`src/rtl/i2c_sink_pkg.sv`:
```
package i2c_sink_pkg;
   localparam int BYTE_W = 8;
   localparam int CNT_W  = $clog2(BYTE_W + 1);

   typedef enum logic [2:0] {
      ST_IDLE,
      ST_ADDR,
      ST_ACK,
      ST_DATA,
      ST_SKIP
   } rx_state_e;
endpackage

```
`src/rtl/i2c_sink_sync.sv`:
```
module i2c_sink_sync #(
   parameter int   STAGES    = 2,
   parameter logic RESET_VAL = 1'b1
) (
   input  logic clk,
   input  logic rst_n,
   input  logic d_i,
   output logic q_o
);
   logic [STAGES-1:0] chain;

   generate
      if (STAGES == 1) begin : g_one
         always_ff @(posedge clk or negedge rst_n) begin
            if (!rst_n) chain <= RESET_VAL;
            else        chain <= d_i;
         end
      end else begin : g_many
         always_ff @(posedge clk or negedge rst_n) begin
            if (!rst_n) chain <= {STAGES{RESET_VAL}};
            else        chain <= {chain[STAGES-2:0], d_i};
         end
      end
   endgenerate

   assign q_o = chain[STAGES-1];
endmodule

```
`src/rtl/i2c_sink_cond.sv`:
```
module i2c_sink_cond (
   input  logic clk,
   input  logic rst_n,
   input  logic scl_s,
   input  logic sda_s,
   output logic start_evt,
   output logic stop_evt,
   output logic scl_rise,
   output logic scl_fall
);
   logic scl_d, sda_d;

   always_ff @(posedge clk or negedge rst_n) begin
      if (!rst_n) begin
         scl_d <= 1'b1;
         sda_d <= 1'b1;
      end else begin
         scl_d <= scl_s;
         sda_d <= sda_s;
      end
   end

   assign start_evt = scl_s & scl_d & sda_d & ~sda_s;
   assign stop_evt  = scl_s & scl_d & ~sda_d & sda_s;
   assign scl_rise  = scl_s & ~scl_d;
   assign scl_fall  = ~scl_s & scl_d;
endmodule

```
`src/rtl/i2c_sink_fsm.sv`:
```
module i2c_sink_fsm
   import i2c_sink_pkg::*;
#(
   parameter int                ADDR_W     = 7,
   parameter logic [ADDR_W-2:0] ADDR_FIXED = 6'b011110
) (
   input  logic              clk,
   input  logic              rst_n,
   input  logic              sda_s,
   input  logic              strap_i,
   input  logic              start_evt,
   input  logic              stop_evt,
   input  logic              scl_rise,
   input  logic              scl_fall,
   output logic              sda_oe,
   output logic [BYTE_W-1:0] rx_data,
   output logic              rx_valid,
   output logic              xfer_end,
   output logic              selected,
   output logic              ack_phase
);
   rx_state_e         st;
   logic [BYTE_W-1:0] shreg;
   logic [CNT_W-1:0]  bitcnt;
   logic              addr_ok;

   localparam logic [CNT_W-1:0] LAST_BIT = CNT_W'(BYTE_W - 1);
   localparam logic [CNT_W-1:0] FULL     = CNT_W'(BYTE_W);

   assign addr_ok = (shreg[BYTE_W-1:1] == {ADDR_FIXED, strap_i}) && !shreg[0];
   assign ack_phase = (st == ST_ACK);

   always_ff @(posedge clk or negedge rst_n) begin
      if (!rst_n) begin
         st       <= ST_IDLE;
         shreg    <= '0;
         bitcnt   <= '0;
         sda_oe   <= 1'b0;
         rx_data  <= '0;
         rx_valid <= 1'b0;
         xfer_end <= 1'b0;
         selected <= 1'b0;
      end else begin
         rx_valid <= 1'b0;
         xfer_end <= 1'b0;
         if (start_evt) begin
            st       <= ST_ADDR;
            bitcnt   <= '0;
            sda_oe   <= 1'b0;
            selected <= 1'b0;
         end else if (stop_evt) begin
            st       <= ST_IDLE;
            sda_oe   <= 1'b0;
            xfer_end <= selected;
            selected <= 1'b0;
         end else begin
            unique case (st)
               ST_ADDR: begin
                  if (scl_rise) begin
                     shreg  <= {shreg[BYTE_W-2:0], sda_s};
                     bitcnt <= bitcnt + 1'b1;
                  end else if (scl_fall && bitcnt == FULL) begin
                     if (addr_ok) begin
                        sda_oe   <= 1'b1;
                        selected <= 1'b1;
                        st       <= ST_ACK;
                     end else begin
                        st <= ST_SKIP;
                     end
                  end
               end
               ST_DATA: begin
                  if (scl_rise) begin
                     shreg  <= {shreg[BYTE_W-2:0], sda_s};
                     bitcnt <= bitcnt + 1'b1;
                     if (bitcnt == LAST_BIT) begin
                        rx_data  <= {shreg[BYTE_W-2:0], sda_s};
                        rx_valid <= 1'b1;
                     end
                  end else if (scl_fall && bitcnt == FULL) begin
                     sda_oe <= 1'b1;
                     st     <= ST_ACK;
                  end
               end
               ST_ACK: begin
                  if (scl_fall) begin
                     sda_oe <= 1'b0;
                     bitcnt <= '0;
                     st     <= ST_DATA;
                  end
               end
               default: ;
            endcase
         end
      end
   end
endmodule

```
`src/rtl/i2c_sink_slave.sv`:
```
module i2c_sink_slave
   import i2c_sink_pkg::*;
#(
   parameter int                SYNC_STAGES = 2,
   parameter int                ADDR_W      = 7,
   parameter logic [ADDR_W-2:0] ADDR_FIXED  = 6'b011110
) (
   input  logic              clk,
   input  logic              rst_n,
   input  logic              scl_i,
   input  logic              sda_i,
   input  logic              strap_i,
   output logic              sda_oe_o,
   output logic [BYTE_W-1:0] rx_data_o,
   output logic              rx_valid_o,
   output logic              start_o,
   output logic              stop_o,
   output logic              xfer_end_o
);
   generate
      if (SYNC_STAGES < 2) begin : g_bad_sync
         $error("SYNC_STAGES must be at least 2");
      end
      if (ADDR_W + 1 != BYTE_W) begin : g_bad_addr
         $error("address plus direction bit must fill one byte");
      end
   endgenerate

   logic scl_s, sda_s;
   logic start_evt, stop_evt, scl_rise, scl_fall;
   logic selected, ack_phase;

   i2c_sink_sync #(.STAGES(SYNC_STAGES), .RESET_VAL(1'b1)) u_sync_scl (
      .clk(clk), .rst_n(rst_n), .d_i(scl_i), .q_o(scl_s));

   i2c_sink_sync #(.STAGES(SYNC_STAGES), .RESET_VAL(1'b1)) u_sync_sda (
      .clk(clk), .rst_n(rst_n), .d_i(sda_i), .q_o(sda_s));

   i2c_sink_cond u_cond (
      .clk(clk), .rst_n(rst_n), .scl_s(scl_s), .sda_s(sda_s),
      .start_evt(start_evt), .stop_evt(stop_evt),
      .scl_rise(scl_rise), .scl_fall(scl_fall));

   i2c_sink_fsm #(.ADDR_W(ADDR_W), .ADDR_FIXED(ADDR_FIXED)) u_fsm (
      .clk(clk), .rst_n(rst_n), .sda_s(sda_s), .strap_i(strap_i),
      .start_evt(start_evt), .stop_evt(stop_evt),
      .scl_rise(scl_rise), .scl_fall(scl_fall),
      .sda_oe(sda_oe_o), .rx_data(rx_data_o), .rx_valid(rx_valid_o),
      .xfer_end(xfer_end_o), .selected(selected), .ack_phase(ack_phase));

   assign start_o = start_evt;
   assign stop_o  = stop_evt;
endmodule

```
`config.mk`:
```
export PLATFORM = sky130hd
export DESIGN_NAME = i2c_sink_slave
export DESIGN_NICKNAME = d
export VERILOG_FILES = /design/src/rtl/i2c_sink_pkg.sv /design/src/rtl/i2c_sink_sync.sv /design/src/rtl/i2c_sink_cond.sv /design/src/rtl/i2c_sink_fsm.sv /design/src/rtl/i2c_sink_slave.sv
export SDC_FILE = /design/constraint.sdc
export NUM_CORES = 1
export LEC_CHECK = 0
export BUFFER_PORTS_ARGS = -buffer_cell sky130_fd_sc_hd__buf_2
export CAP_MARGIN = 0
export CORE_MARGIN = 2
export CORE_UTILIZATION = 50
export CTS_BUF_LIST = sky130_fd_sc_hd__clkbuf_2 sky130_fd_sc_hd__clkbuf_4 sky130_fd_sc_hd__clkbuf_8
export CTS_CLUSTER_SIZE = 16
export DETAILED_ROUTE_END_ITERATION = 8
export GPL_TIMING_DRIVEN = 0
export PLACE_DENSITY = 0.7
export SLEW_MARGIN = 20
export SYNTH_ARGS = -nofsm -noshare
export SYNTH_HDL_FRONTEND = slang
export SYNTH_SLANG_ARGS = --single-unit
```
`constraint.sdc`:
```
create_clock -name clk -period 2 [get_ports clk]
set_input_delay 0.4 -clock clk [delete_from_list [all_inputs] [get_ports clk]]
set_output_delay 0.4 -clock clk [all_outputs]
set_load 0.01 [all_outputs]
```
==> run_results.csv <==
group,metric,value,unit
placement,dpl_worst_slack,0.137,ns
pwr,share_comb_of_total_power,13.9,%
synth,yosysUniqueCellTypes,39,
synth,ys_ff_latch,33,
global_routing,grt_usage,18.8,%
worst_setup_path,worst_setup_path_end_kind,"primary output",
sta,period_share,94.4,%
floorplan,die_y,57.9,um
worst_setup_path,reg2reg_slack,0.12,ns
pwr,switching_share,29.0,%
cts,clock_latency,0.33,ns
global_routing,grt_max_degree,34,
worst_setup_path,required,1.60,ns
placement,dp_hpwl,1.89,mm
floorplan,die-area,0.00335,sq mm
finish,layout.nets,158,
cts,cts_inserted_buffers,5,
synth,yosys_warnings,0,
hold_path,hold_path.class,"in2async",
floorplan,rows,19,
pwr,power_frac_seq,58.2,%
synth,syn_nets,131,
pwr,power.density,876,mW/mm^2
synth,synthFlopType,"dfrtp_1",
route,first_pass_iters,4,
floorplan,io_pins,18,
sta,fin_crit,1.89,ns
route,vias_per_cell,5.48,
pwr,clkPwrFrac,27.9,%
worst_setup_path,arrival,1.49,ns
job,drv_cap,0,
cts,cts_sinks,33,
sta,timing.final.ws_setup,0.113,ns
cts,cts_root_buf,"clkbuf_4",
route,vias,1002,
sta,drv_slew,0,
run_status,outcome,"complete, no violations",
cts,clock_path_buffers,2,
sta,skew,0.00834,ns
cts,clk_pin_slew_worst_paths,0.10,ns
cts,cts.htree.levels,2,
worst_setup_path,crit_fanout,7,
synth,synth_edf_count,0,
pwr,power_switching,0.425,mW
floorplan,initial_core_util,52.7,%
route,wire_per_inst,14.9,um
sta,tightestPinTransition,0.699,ns
placement,portBuffers,17,
global_routing,overflow,0,
global_routing,antenna_found_initial,0,
synth,ys_seq_area_share,57.4,%
synth,synthArstFlopShare,100,%
sta,fmax,530,MHz
finish,drive_gt1_share,32.9,%
cts,cts_tree,"yes",
finish,antenna_cells,0,
global_routing,grt_pass1_wl,4.54,mm
worst_setup_path,cp-start-kind,"register",
finish,area_growth,15.0,%
synth,avgSynthCellArea,11.7,sq um
sta,grt_setup_unrepaired,"no",
route,wl,2.73,mm
route,detail-route-antenna-nets,0,
synth,syn_inst,124,
placement,place_congestion,0.787,
floorplan,die_x,57.9,um
synth,syn-cell-area,0.00145,sq mm
sta,slew_headroom,53.4,%
cts,postCtsHoldBufs,0,
floorplan,core_area,0.00276,sq mm
route,drcViolationCount,0,
sta,setup_viol,0,
pwr,power.internal,1.04,mW
pwr,peakVddDrop,0.000705,V
worst_setup_path,critPathKind,"reg2out",
sta,setup_tns,0,ns
global_routing,grt_pass1_vias,937,
route,drt_iter0_drc,48,
finish,utilization,60.6,%
sta,finalHoldViolCount,0,
pwr,leakagePower,0.835,nW
-- cell usage after synthesis (all sizes together), types with 2 or more instances --
library cell / number / area, sq um
nor3: 4 / 42.5
dfstp: 6 / 158
mux2: 8 / 90.1
ha: 2 / 25.0
o41ai: 2 / 25.0
o211ai: 2 / 15.0
inv: 4 / 15.0
nand2b: 2 / 12.5
dfrtp: 27 / 676
nand3b: 2 / 27.5
nor3b: 2 / 20.0
nor2: 5 / 18.8
and2: 2 / 12.5
clkbuf: 2 / 7.51
nand2: 30 / 113
o21ai: 2 / 10.0
nand3: 6 / 30.0
-- worst max-delay path, cell delays in order (launching register included) --
cell	delay [ns]
dfstp_2	0.61
nand2_1	0.10
nor3b_2	0.27
buf_2	0.18
-- placed cells by master (no fill, tap or decap), types with 2 or more instances in the layout --
master / netlist / layout
and2_1: 2 / 2
buf_2: 0 / 17
buf_4: 0 / 3
clkbuf_1: 2 / 2
clkbuf_4: 0 / 6
dfrtp_1: 27 / 27
dfstp_2: 6 / 6
ha_1: 2 / 2
inv_1: 4 / 4
mux2_2: 7 / 7
nand2_1: 30 / 30
nand2b_1: 2 / 2
nand3_1: 6 / 6
nor2_1: 5 / 5
nor3_1: 2 / 2
nor3_4: 2 / 2
nor3b_2: 1 / 2
o211ai_1: 2 / 2
-- logic make-up after synthesis --
group,share of synthesized area [%]
and+or+nand+nor,23.6
DFF,57.4
AOI/OAI and AO/OA,8.36
muxes,6.20
buffers and inverters,1.55
xor gates and xnor gates,1.21
adders and majority gates,1.72
-- power by group through the flow --
stage | Clock (mW) | Sequential (mW) | Combinational (mW)
CTS | 0.417 | 0.852 | 0.201
global route | 0.460 | 0.867 | 0.233
global placement | 0 | 0.858 | 0.194
detailed placement | 0 | 0.865 | 0.200
finish | 0.408 | 0.851 | 0.204
floorplan | 0 | 0.844 | 0.146
-- cell type report --
class	count	area [sq um]
tap	31	38.8
buffer	2	7.51
multi-input combinational	85	602
fill	238	1090
clock buffer	7	58.8
inverter	4	15.0
sequential	33	833
timing repair buffer	20	108
clock inverter	1	7.51
-- flip-flops by register name (all words and copies together) (netlist names) --
name	flops
u_fsm.rx_data	8
u_fsm.shreg	8
u_fsm.bitcnt	4
u_fsm.st	3
u_sync_scl.chain	2
u_sync_sda.chain	2
u_cond.scl_d	1
u_cond.sda_d	1
u_fsm.rx_valid	1
u_fsm.sda_oe	1
u_fsm.selected	1
u_fsm.xfer_end	1
-- what timing repair did --
action	4_1_cts	5_1_grt
setup buffers	0	3
setup endpoints to repair	1	1
gates resized for setup	1	0
cloned	0	0
-- stage by stage --
step / instance area [sq um] / hold WS, ns / total power [mW] / instances
finish: 1670 / 0.0957 / 1.46 / 183
global route: 1670 / 0.125 / 1.56 / 183
CTS: 1650 / 0.117 / 1.47 / 180
detailed placement: 1580 / 0.349 / 1.06 / 172
global placement: 1580 / 0.346 / 1.05 / 172
floorplan: 1450 / 0.104 / 0.989 / 124
-- routing by layer --
layer / vias up / part of all wire (%) / track usage [%]
li1: 487 / - / -
met2: 22 / 50 / 28.6
met4: 0 / 1.6 / 8.31
met3: 4 / 4.0 / 6.70
met5: - / 0 / 0
met1: 489 / 44 / 24.4
-- final timing paths --
kind | to | startpoint | cells past startpoint
setup / recovery | start_o | u_cond.scl_d$_DFF_PN1_ | 3
hold / removal | u_fsm.bitcnt[2]$_DFFE_PN0P_ | rst_n | 1
setup reg to reg | u_fsm.rx_data[7]$_DFFE_PN0P_ | u_fsm.st[2]$_DFFE_PN0P_ | 4
hold reg to reg | u_sync_scl.chain[1]$_DFF_PN1_ | u_sync_scl.chain[0]$_DFF_PN1_ | 0
max in group asynchronous | u_fsm.rx_data[7]$_DFFE_PN0P_ | rst_n | 1
min in group clk | u_sync_scl.chain[0]$_DFF_PN1_ | scl_i | 1
Power figures use the tool's default switching activity.
